$ cat src/rtl/hzd_pkg.sv
package hzd_pkg;

  typedef enum logic [1:0] {
    OP_NONE  = 2'd0,
    OP_ALU   = 2'd1,
    OP_LOAD  = 2'd2,
    OP_STORE = 2'd3
  } opClass_t;

  // strobes from control to the execute-stage datapath
  typedef struct packed {
    logic advance;  // execute stages shift this cycle
    logic bubble;   // EX receives an empty slot instead of decode
  } hzdStrobe_t;

  function automatic logic isMem(opClass_t c);
    return (c == OP_LOAD) || (c == OP_STORE);
  endfunction

endpackage

$ cat src/rtl/hzd_pipe.sv
module hzd_pipe
  import hzd_pkg::*;
#(
  parameter int REG_W     = 5,
  parameter int BANK_W    = 1,
  parameter int LOAD_GAP  = 1,
  parameter int STORE_GAP = 2
) (
  input  logic              clk,
  input  logic              rstN,
  input  logic              decValid,
  input  opClass_t          decClass,
  input  logic [REG_W-1:0]  decDest,
  input  logic [REG_W-1:0]  decSrcA,
  input  logic [REG_W-1:0]  decSrcB,
  input  logic [BANK_W-1:0] decBank,
  input  hzdStrobe_t        strobe,
  output logic              useHit,
  output logic              bankHit,
  output logic              dwAlu,
  output logic              dwLoad,
  output logic              d2Store
);

  localparam int NSTG   = 4;          // EX, D1, D2, DW
  localparam int SHADOW = NSTG - 1;   // stages before the load result lands
  localparam int NBANK  = 1 << BANK_W;
  localparam int MAXGAP = (STORE_GAP > LOAD_GAP) ? STORE_GAP : LOAD_GAP;
  localparam int CNT_W  = $clog2(MAXGAP + 1);

  typedef struct packed {
    logic              valid;
    opClass_t          cls;
    logic [REG_W-1:0]  dest;
    logic [BANK_W-1:0] bank;
  } stage_t;

  stage_t decRec;
  stage_t stg [NSTG];

  assign decRec = '{valid: decValid, cls: decClass, dest: decDest, bank: decBank};

  // execute-side stage records
  always_ff @(posedge clk or negedge rstN) begin
    if (!rstN)               stg[0] <= '0;
    else if (strobe.advance) stg[0] <= strobe.bubble ? '0 : decRec;
  end

  for (genvar i = 1; i < NSTG; i++) begin : g_stage
    always_ff @(posedge clk or negedge rstN) begin
      if (!rstN)               stg[i] <= '0;
      else if (strobe.advance) stg[i] <= stg[i-1];
    end
  end

  // load shadow compare
  logic [SHADOW-1:0] shadowHit;
  for (genvar i = 0; i < SHADOW; i++) begin : g_shadow
    assign shadowHit[i] = stg[i].valid && (stg[i].cls == OP_LOAD) &&
                          (((decSrcA != '0) && (decSrcA == stg[i].dest)) ||
                           ((decSrcB != '0) && (decSrcB == stg[i].dest)));
  end
  assign useHit = decValid && (|shadowHit);

  // bank recovery counters
  logic             exMem;
  logic [CNT_W-1:0] exRec;
  logic [CNT_W-1:0] bankCnt [NBANK];

  assign exMem = stg[0].valid && isMem(stg[0].cls);
  assign exRec = (stg[0].cls == OP_STORE) ? CNT_W'(STORE_GAP) : CNT_W'(LOAD_GAP);

  for (genvar b = 0; b < NBANK; b++) begin : g_bank
    always_ff @(posedge clk or negedge rstN) begin
      if (!rstN)
        bankCnt[b] <= '0;
      else if (strobe.advance && exMem && (stg[0].bank == BANK_W'(b)))
        bankCnt[b] <= exRec;
      else if (bankCnt[b] != '0)
        bankCnt[b] <= bankCnt[b] - 1'b1;
    end
  end

  assign bankHit = exMem && (bankCnt[stg[0].bank] != '0);

  // write-port view
  assign dwAlu   = stg[NSTG-1].valid && (stg[NSTG-1].cls == OP_ALU);
  assign dwLoad  = stg[NSTG-1].valid && (stg[NSTG-1].cls == OP_LOAD);
  assign d2Store = stg[NSTG-2].valid && (stg[NSTG-2].cls == OP_STORE);

  // assertions
  AST_LOAD_SHADOW: assert property (@(posedge clk) disable iff (!rstN)
    (strobe.advance && !strobe.bubble && decValid && decClass == OP_LOAD && decDest != '0)
    |=> (!(decValid && decSrcA == $past(decDest)) || useHit));

  AST_ZERO_SRC: assert property (@(posedge clk) disable iff (!rstN)
    (decValid && decSrcA == '0 && decSrcB == '0) |-> !useHit);

  AST_BUBBLE_EMPTY: assert property (@(posedge clk) disable iff (!rstN)
    (strobe.advance && strobe.bubble) |=> !stg[0].valid);

  AST_FROZEN: assert property (@(posedge clk) disable iff (!rstN)
    !strobe.advance |=> ($stable(stg[0]) && $stable(stg[NSTG-1])));

  AST_STORE_BANK: assert property (@(posedge clk) disable iff (!rstN)
    (strobe.advance && stg[0].valid && stg[0].cls == OP_STORE)
    |=> (!(exMem && stg[0].bank == $past(stg[0].bank)) || bankHit));

endmodule

$ cat src/rtl/hzd_ctrl.sv
module hzd_ctrl
  import hzd_pkg::*;
(
  input  logic       clk,
  input  logic       rstN,
  input  logic       useHit,
  input  logic       bankHit,
  input  logic       dwAlu,
  input  logic       dwLoad,
  input  logic       d2Store,
  input  logic       icMiss,
  input  logic       icBankBusy,
  input  logic       dcMiss,
  output hzdStrobe_t strobe,
  output logic       setupStall,
  output logic       execStall,
  output logic       bubbleInsert,
  output logic       regWriteDefer
);

  logic holdFull;    // holding register has parked load data
  logic forceDrain;  // parked value claims this write slot
  logic deferPend;   // a deferred write claims this write slot
  logic deferNow;
  logic slotFree;

  assign execStall    = dcMiss || bankHit;
  assign setupStall   = useHit || icMiss || icBankBusy || execStall;
  assign bubbleInsert = setupStall && !execStall;

  assign strobe.advance = !execStall;
  assign strobe.bubble  = setupStall;

  assign deferNow      = dwAlu && (d2Store || forceDrain || deferPend);
  assign regWriteDefer = deferNow && !execStall;

  // slot unused by a deferred write, a forced drain, the arriving load or a live ALU write
  assign slotFree = !deferPend && !forceDrain && !dwLoad && !(dwAlu && !deferNow);

  always_ff @(posedge clk or negedge rstN) begin
    if (!rstN) begin
      holdFull   <= 1'b0;
      forceDrain <= 1'b0;
      deferPend  <= 1'b0;
    end else if (strobe.advance) begin
      deferPend  <= deferNow;
      forceDrain <= dwLoad && holdFull;
      holdFull   <= dwLoad || (holdFull && !slotFree);
    end
  end

  AST_HOLD_CLAIM: assert property (@(posedge clk) disable iff (!rstN)
    (dwAlu && !execStall && $past(dwLoad && !execStall) && $past(dwLoad && !execStall, 2))
    |-> regWriteDefer);

  AST_DEFER_CHAIN: assert property (@(posedge clk) disable iff (!rstN)
    regWriteDefer |=> (!dwAlu || execStall || regWriteDefer));

endmodule

$ cat src/rtl/pipe_hazard_unit.sv
module pipe_hazard_unit
  import hzd_pkg::*;
#(
  parameter int REG_W     = 5,
  parameter int BANK_W    = 1,
  parameter int LOAD_GAP  = 1,
  parameter int STORE_GAP = 2
) (
  input  logic              clk,
  input  logic              rstN,
  input  logic              decValid,
  input  logic [1:0]        decClass,
  input  logic [REG_W-1:0]  decDest,
  input  logic [REG_W-1:0]  decSrcA,
  input  logic [REG_W-1:0]  decSrcB,
  input  logic [BANK_W-1:0] decBank,
  input  logic              icMiss,
  input  logic              icBankBusy,
  input  logic              dcMiss,
  output logic              setupStall,
  output logic              execStall,
  output logic              bubbleInsert,
  output logic              regWriteDefer
);

  hzdStrobe_t strobe;
  logic useHit, bankHit, dwAlu, dwLoad, d2Store;

  hzd_pipe #(
    .REG_W(REG_W), .BANK_W(BANK_W), .LOAD_GAP(LOAD_GAP), .STORE_GAP(STORE_GAP)
  ) u_pipe (
    .clk(clk), .rstN(rstN),
    .decValid(decValid), .decClass(opClass_t'(decClass)),
    .decDest(decDest), .decSrcA(decSrcA), .decSrcB(decSrcB), .decBank(decBank),
    .strobe(strobe),
    .useHit(useHit), .bankHit(bankHit),
    .dwAlu(dwAlu), .dwLoad(dwLoad), .d2Store(d2Store)
  );

  hzd_ctrl u_ctrl (
    .clk(clk), .rstN(rstN),
    .useHit(useHit), .bankHit(bankHit),
    .dwAlu(dwAlu), .dwLoad(dwLoad), .d2Store(d2Store),
    .icMiss(icMiss), .icBankBusy(icBankBusy), .dcMiss(dcMiss),
    .strobe(strobe),
    .setupStall(setupStall), .execStall(execStall),
    .bubbleInsert(bubbleInsert), .regWriteDefer(regWriteDefer)
  );

endmodule

$ cat config.mk
export PLATFORM = sky130hd
export DESIGN_NAME = pipe_hazard_unit
export DESIGN_NICKNAME = d
export VERILOG_FILES = /design/src/rtl/hzd_pkg.sv /design/src/rtl/hzd_pipe.sv /design/src/rtl/hzd_ctrl.sv /design/src/rtl/pipe_hazard_unit.sv
export SDC_FILE = /design/constraint.sdc
export NUM_CORES = 1
export LEC_CHECK = 0
export CORE_MARGIN = 4
export CORE_UTILIZATION = 58
export DETAILED_ROUTE_END_ITERATION = 10
export GPL_TIMING_DRIVEN = 0
export PLACE_DENSITY = 0.83
export SLEW_MARGIN = 20
export SYNTH_ARGS = -nofsm -noshare
export SYNTH_HDL_FRONTEND = slang
export SYNTH_SLANG_ARGS = --single-unit
export TNS_END_PERCENT = 20
$ cat constraint.sdc
create_clock -name clk -period 6.1 [get_ports clk]
set_input_delay 1.22 -clock clk [delete_from_list [all_inputs] [get_ports clk]]
set_output_delay 1.22 -clock clk [all_outputs]
set_load 0.05 [all_outputs]
==> results.toml, run 1 <==
[die]
initial_utilization_pct = 61.6
pin_count = 28
core_sq_mm = 0.00310
dieArea_sq_mm = 0.00428
fp-row-count = 20
die-width_um = 65.4
die-height_um = 65.4

[detailed_routing]
ant_nets = 0
via_per_inst = 5.36
routedWlPerCell_um = 14.1
drt_first_pass_iters = 4
drc_errors = 0
vias = 1598
first_iter_violations = 128
wl_mm = 4.19

[critical_path]
worstPathCellList = "clkdlybuf4s50_1 -> xnor2_2 -> nand3_1 -> or4_1 -> a211o_1 -> a31oi_4 -> o31a_1 -> clkdlybuf4s50_1"
cp_common_cell = "clkdlybuf4s50_1"
cp_slowest_stage_delay_ps = 800
crit_type = "input port to output port"
startpoint_type = "input port"
critPathTopFamily = "buffers and inverters"
crit_buf_inv = 2
cp.required_ps = 4880
arrival_ps = 4160
crit_fanout = 10
critPathSlowestCell = "clkdlybuf4s50_1"
crit_path_end_kind = "output port"

[sta]
fin_tns_setup_ps = 0
final.min_clock_period_ps = 5380
relSlewSlack_pct = 66.2
holdWs_ps = 510
maxSlewViolCount = 0
hold_viol = 0
max_clock_freq_mhz = 186
rsz0062_at_grt = "false"
fin_crit_sh_pct = 88.2
finalSetupViolCount = 0
fin_skew_ps = 9.65
layout_setup_ws_ps = 717
worst_slew_pin_slew_ps = 507

[grt]
grt_pass1_wl_mm = 7.51
grt_pass1_vias = 1616
antenna_found_initial = 0
grt_start_max_net_pins = 27
track_usage_pct = 23.4
grt_overflow = 0

[cts]
cts.sinks = 35
postCtsResizedCells = 0
path_clk_slew_ps = 110
cts-root-buf = "clkbuf_4"
htree_levels = 2
cts_made_buffers = 5
cts_tree = "done"
hold_buffers = 0
insertion_delay_ps = 360
cts_buffer_depth = 2
post_cts_buffers = 0

[yosys]
synth-main-ff-cell = "dfrtp_1"
synth.distinct_cells = 37
yosys.area.top_type = "dfrtp_1"
yosysWarningCount = 0
ys_ff_latch = 35
netlist_area_sq_mm = 0.00191
synth_edf_count = 0
avgSynthCellArea_sq_um = 8.77
synth-seq-area-share_pct = 45.8
syn_inst = 218
synth.area.top_cells = "dfrtp_1 (46%), nand2_1 (16%), xor2_1 (7.8%)"
async_reset_ff_share_pct = 100
synth_nets = 244
synth_top_area_share_pct = 45.8

[layout]
final_layout_size_suffix_gt1_share_pct = 5.51
nets = 279
antenna_cells = 0
layout_common_cells = "nand2_1 (82), dfrtp_1 (35), clkdlybuf4s50_1 (26), xor2_1 (17), xnor2_1 (14)"
stdcell_count = 298
final_common_cell = "nand2_1"
syn_to_final_growth_pct = 20.6

[min_path]
hold_path_class = "flop to flop"

[placed_design]
io_buffer_count = 27
place_hpwl_mm = 3.27
dpl.cell_count = 290
gp_congestion = 0.880
post-place-ws_ps = 727

[power_and_ir_drop]
vdd_drop_max_uv = 197
finalPower_mw = 0.562
p_per_area_mw_per_mm2 = 244
p_leak_nw = 1.06

[flow_run]
max-cap-violations = 0

[outcome]
status = "finished, final reports clean"
## metal layers
metal	up-vias	share of wire, %	routed length (um)	track usage, %
met4	0	1.8	75	9.33
met3	8	4.1	172	5.81
li1	800	-	-	-
met2	36	47	1950	36.0
met1	754	47	1990	31.6
met5	-	0	0	0
## cells by family after synthesis
group,after synthesis,share of synthesized area [%]
compound gates,25,9.62
simple gates,113,26.0
xor+xnor,32,15.1
fa+ha+maj,2,1.31
flops,35,45.8
buf+inv,11,2.16
## metrics by stage
stage	utilization [%]	cell area (sq um)
2_1_floorplan	-	1910
3_5_place_dp	72.6	2250
3_3_place_gp	72.1	2240
5_1_grt	74.3	2310
6_report	74.3	2310
4_1_cts	74.3	2310
## synth_stat cells (2+ instances only)
cell type,n
nor4_1,2
or4_1,2
nand3_1,4
xor2_1,17
nor3_1,6
nand4_1,2
and4_1,2
dfrtp_1,35
clkbuf_1,4
nand4b_1,2
o21ai_0,3
o21ai_1,10
xnor2_1,14
inv_1,5
nor2_1,6
ha_1,2
nand2_1,82
## tightest hold or removal path: cells and delay by family (launching register included)
family	cells	cell delay (ps)
flops	1	380
simple gates	2	110
## report_power, final
part / internal (mW) / switching, mW / total (mW)
sequential: 0.261 / 0.0272 / 0.288
combinational: 0.0726 / 0.0748 / 0.147
clock: 0.0444 / 0.0820 / 0.126
## sequential cells by signal (all words and copies together), names as in the netlist
| signal | cells |
|---|---|
| u_ctrl.deferPend | 1 |
| u_ctrl.forceDrain | 1 |
| u_ctrl.holdFull | 1 |
| u_pipe.bankCnt | 4 |
| u_pipe.stg | 28 |
## path summary, 6_finish.rpt
kind                                start  slack (ps)             end  depth (start not counted)
max                            decSrcB[3]         720    bubbleInsert                          8
min                        u_pipe.stg[24]         510  u_pipe.stg[15]                          2
max reg2reg                u_pipe.stg[11]        4050  u_pipe.stg[30]                          6
min reg2reg                u_pipe.stg[24]         510  u_pipe.stg[15]                          2
max in group asynchronous            rstN        4970  u_pipe.stg[21]                          2
min in group asynchronous            rstN         730  u_pipe.stg[31]                          1
## final cells by class
type / instances / area (sq um)
multi-input combinational: 172 / 995
sequential: 35 / 876
timing repair buffer: 28 / 285
buffer: 5 / 18.8
fill: 255 / 797
clock buffer: 6 / 41.3
inverter: 6 / 22.5
tap: 44 / 55.1
clock inverter: 2 / 12.5
(Power assumes the default switching activity.)
==> inputs of run 2 (changes only) <==
--- a/config.mk
+++ b/config.mk
@@ -9,9 +9,10 @@
 export CORE_UTILIZATION = 58
 export DETAILED_ROUTE_END_ITERATION = 10
 export GPL_TIMING_DRIVEN = 0
-export PLACE_DENSITY = 0.83
+export PLACE_DENSITY = 0.84
 export SLEW_MARGIN = 20
 export SYNTH_ARGS = -nofsm -noshare
 export SYNTH_HDL_FRONTEND = slang
+export SYNTH_HIERARCHICAL = 1
 export SYNTH_SLANG_ARGS = --single-unit
 export TNS_END_PERCENT = 20
==> run 2 against run 1 <==
Register-to-register slack lost 320 ps. Die area shrank 0.70%. Routed wire length shrank 5.4%. Maximum frequency grew 2.1%. Final cell count shrank 12%. Synthesized cell count shrank 17%. Critical path depth grew 1. Setup slack gained 110 ps. Clock power shrank 3%. Via count shrank 11%.
==> results.toml, run 2 <==
[layout]
final_common_cell = "dfrtp_1"
reg_top3 = "u_pipe/stg: 28 flops, u_pipe/bankCnt: 4 flops"
stdcell_count = 262
regMostFlops = "u_pipe/stg"
syn_to_final_growth_pct = 21.2
nets = 243
final_layout_size_suffix_gt1_share_pct = 16.1
antenna_cells = 0
largest_reg_flops = 28
fillCellCount = 250
layout_common_cells = "dfrtp_1 (35), clkdlybuf4s50_1 (26), mux2_2 (19), xor2_1 (18), nand2_1 (16)"
finalInstanceArea_sq_mm = 0.00230

[power_and_ir_drop]
swShare_pct = 30.8
comb_power_share_pct = 27.3
power_frac_seq_pct = 50.5
p_int_mw = 0.381
finalPower_mw = 0.551
switchingPower_mw = 0.170
vdd_drop_max_uv = 191
clock_power_share_pct = 22.2
p_per_area_mw_per_mm2 = 240
p_leak_nw = 1.07

[grt]
grt_pass1_wl_mm = 6.79
use_met1_pct = 27.6
grt_pass1_vias = 1454
track_usage_pct = 20.6
grt.met2_usage_pct = 33.1
grt.busiest_layer = "met2"
grt_start_max_net_pins = 22
grt_overflow = 0
use_met3_pct = 6.50
antenna_found_initial = 0

[cts]
cts_tree = "done"
post_cts_buffers = 0
htree_levels = 2
hold_buffers = 0
cts_buffer_depth = 2
cts.sinks = 35
cts-root-buf = "clkbuf_4"
path_clk_slew_ps = 110
postCtsResizedCells = 0
cts_made_buffers = 5
insertion_delay_ps = 330

[die]
dieArea_sq_mm = 0.00425
fp-row-count = 20
die-height_um = 65.2
pin_count = 28
core_sq_mm = 0.00310
die-width_um = 65.2
initial_utilization_pct = 61.1

[yosys]
yosysWarningCount = 6
async_reset_ff_share_pct = 100
synth-main-ff-cell = "dfrtp_1"
synth_most_common_cell = "dfrtp_1"
avgSynthCellArea_sq_um = 10.4
syn_inst = 182
synth_nets = 208
yosys.area.top_type = "dfrtp_1"
synth_top_area_share_pct = 46.2
netlist_area_sq_mm = 0.00190
synth.area.top_cells = "dfrtp_1 (46%), mux2_2 (11%), xor2_1 (8.3%)"
ys_ff_latch = 35
yosys-top-cells-count = "dfrtp_1 (35), mux2_2 (19), xor2_1 (18)"
synth.distinct_cells = 35
synth_edf_count = 0
synth-seq-area-share_pct = 46.2

[detailed_routing]
first_iter_violations = 85
routedWlPerCell_um = 15.1
via_per_inst = 5.40
wl_mm = 3.97
drc_errors = 0
vias = 1415
drt_first_pass_iters = 4
ant_nets = 0

[sta]
max_clock_freq_mhz = 190
worst_slew_pin_slew_ps = 557
fin_crit_sh_pct = 86.4
finalSetupViolCount = 0
hold_viol = 0
rsz0062_at_grt = "false"
maxSlewViolCount = 0
relSlewSlack_pct = 62.9
layout_setup_ws_ps = 828
final.min_clock_period_ps = 5270
fin_skew_ps = 13.3
fin_tns_setup_ps = 0

[critical_path]
crit_type = "input port to output port"
cp.required_ps = 4880
arrival_ps = 4050
crit_path_end_kind = "output port"
crit_fanout = 4
critPathSlowestCell = "clkdlybuf4s50_1"
cp_slowest_stage_delay_ps = 720
critPathTopFamily = "simple AND/OR/NAND/NOR gates"
worstPathCellList = "clkdlybuf4s50_1 -> or4_1 -> nor2_2 -> nor3_1 -> a21oi_1 -> o221ai_1 -> nor3_1 -> nand2_1 -> clkdlybuf4s50_1"
startpoint_type = "input port"
crit_buf_inv = 2

[placed_design]
place_area_sq_mm = 0.00224
post-place-ws_ps = 852
dpl.cell_count = 254
io_buffer_count = 27
place_hpwl_mm = 3.07
gp_congestion = 0.815

[min_path]
hold_path_class = "flop to flop"

[outcome]
status = "finished, final reports clean"

[flow_run]
max-cap-violations = 0
## run 2: cell types whose count changed after synthesis, sizes merged, moves of 3 or more
cell	delta
a21oi	+5
buf	+3
inv	+7
mux2	+19
nand2	-66
o21ai	-4
## run 2: path summary, 6_finish.rpt
check                           startpoint                 to  slack [ps]  cells after the start
max                             decSrcA[1]         setupStall         830                      9
min                        u_ctrl/holdFull    u_ctrl/holdFull         530                      2
max reg2reg                 u_pipe/stg[28]     u_pipe/stg[27]        3730                     12
max in group asynchronous             rstN  u_pipe/bankCnt[1]        4870                      2
min reg2reg                u_ctrl/holdFull    u_ctrl/holdFull         530                      2
min in group asynchronous             rstN     u_pipe/stg[20]         790                      1
## run 2: cell families (layout without fill, tap and decap cells)
logic type | Yosys count | after routing | share of synthesized area, %
AND/OR/NAND/NOR | 51 | 51 | 13.8
flip-flops | 35 | 35 | 46.2
XOR/XNOR | 32 | 32 | 14.8
AO/OA/AOI/OAI | 23 | 23 | 7.78
buffers and inverters | 20 | 56 | 4.88
multiplexers | 19 | 19 | 11.3
adder cells (fa/ha/maj) | 2 | 2 | 1.32
## run 2: area by class of cell
| class | instances | area, sq um | share of cell area (%) |
|---|---|---|---|
| multi-input combinational | 127 | 928 | 40.4 |
| buffer | 6 | 35.0 | 1.52 |
| clock inverter | 2 | 12.5 | 0.544 |
| inverter | 14 | 57.6 | 2.50 |
| clock buffer | 6 | 41.3 | 1.80 |
| timing repair buffer | 28 | 293 | 12.7 |
| tap | 44 | 55.1 | 2.40 |
| sequential | 35 | 876 | 38.1 |
## run 2: power groups by stage
stage / Sequential [mW] / Clock [mW] / Combinational [mW]
finish: 0.278 / 0.122 / 0.150
global route: 0.282 / 0.136 / 0.169
CTS: 0.278 / 0.126 / 0.152
detailed placement: 0.283 / 0 / 0.151
global placement: 0.281 / 0 / 0.140
floorplan: 0.277 / 0 / 0.105
## run 2: tightest hold or removal path: stages, from the launching register on
cell,delay [ps]
dfrtp_1,380
o41ai_2,70
nand2_1,60
## run 2: layer usage
layer / part of all wire (%) / vias up / wire length (um)
met5: 0 / - / 0
met4: 0.33 / 0 / 13
met3: 5.8 / 2 / 230
met2: 47 / 40 / 1850
met1: 47 / 672 / 1880
li1: - / 701 / -
## run 2: per-stage QoR
stage	hold WS (ps)	utilization, %
4_1_cts	528	74.1
5_1_grt	560	74.1
3_3_place_gp	494	71.6
6_report	527	74.1
3_5_place_dp	503	72.3
2_1_floorplan	476	-
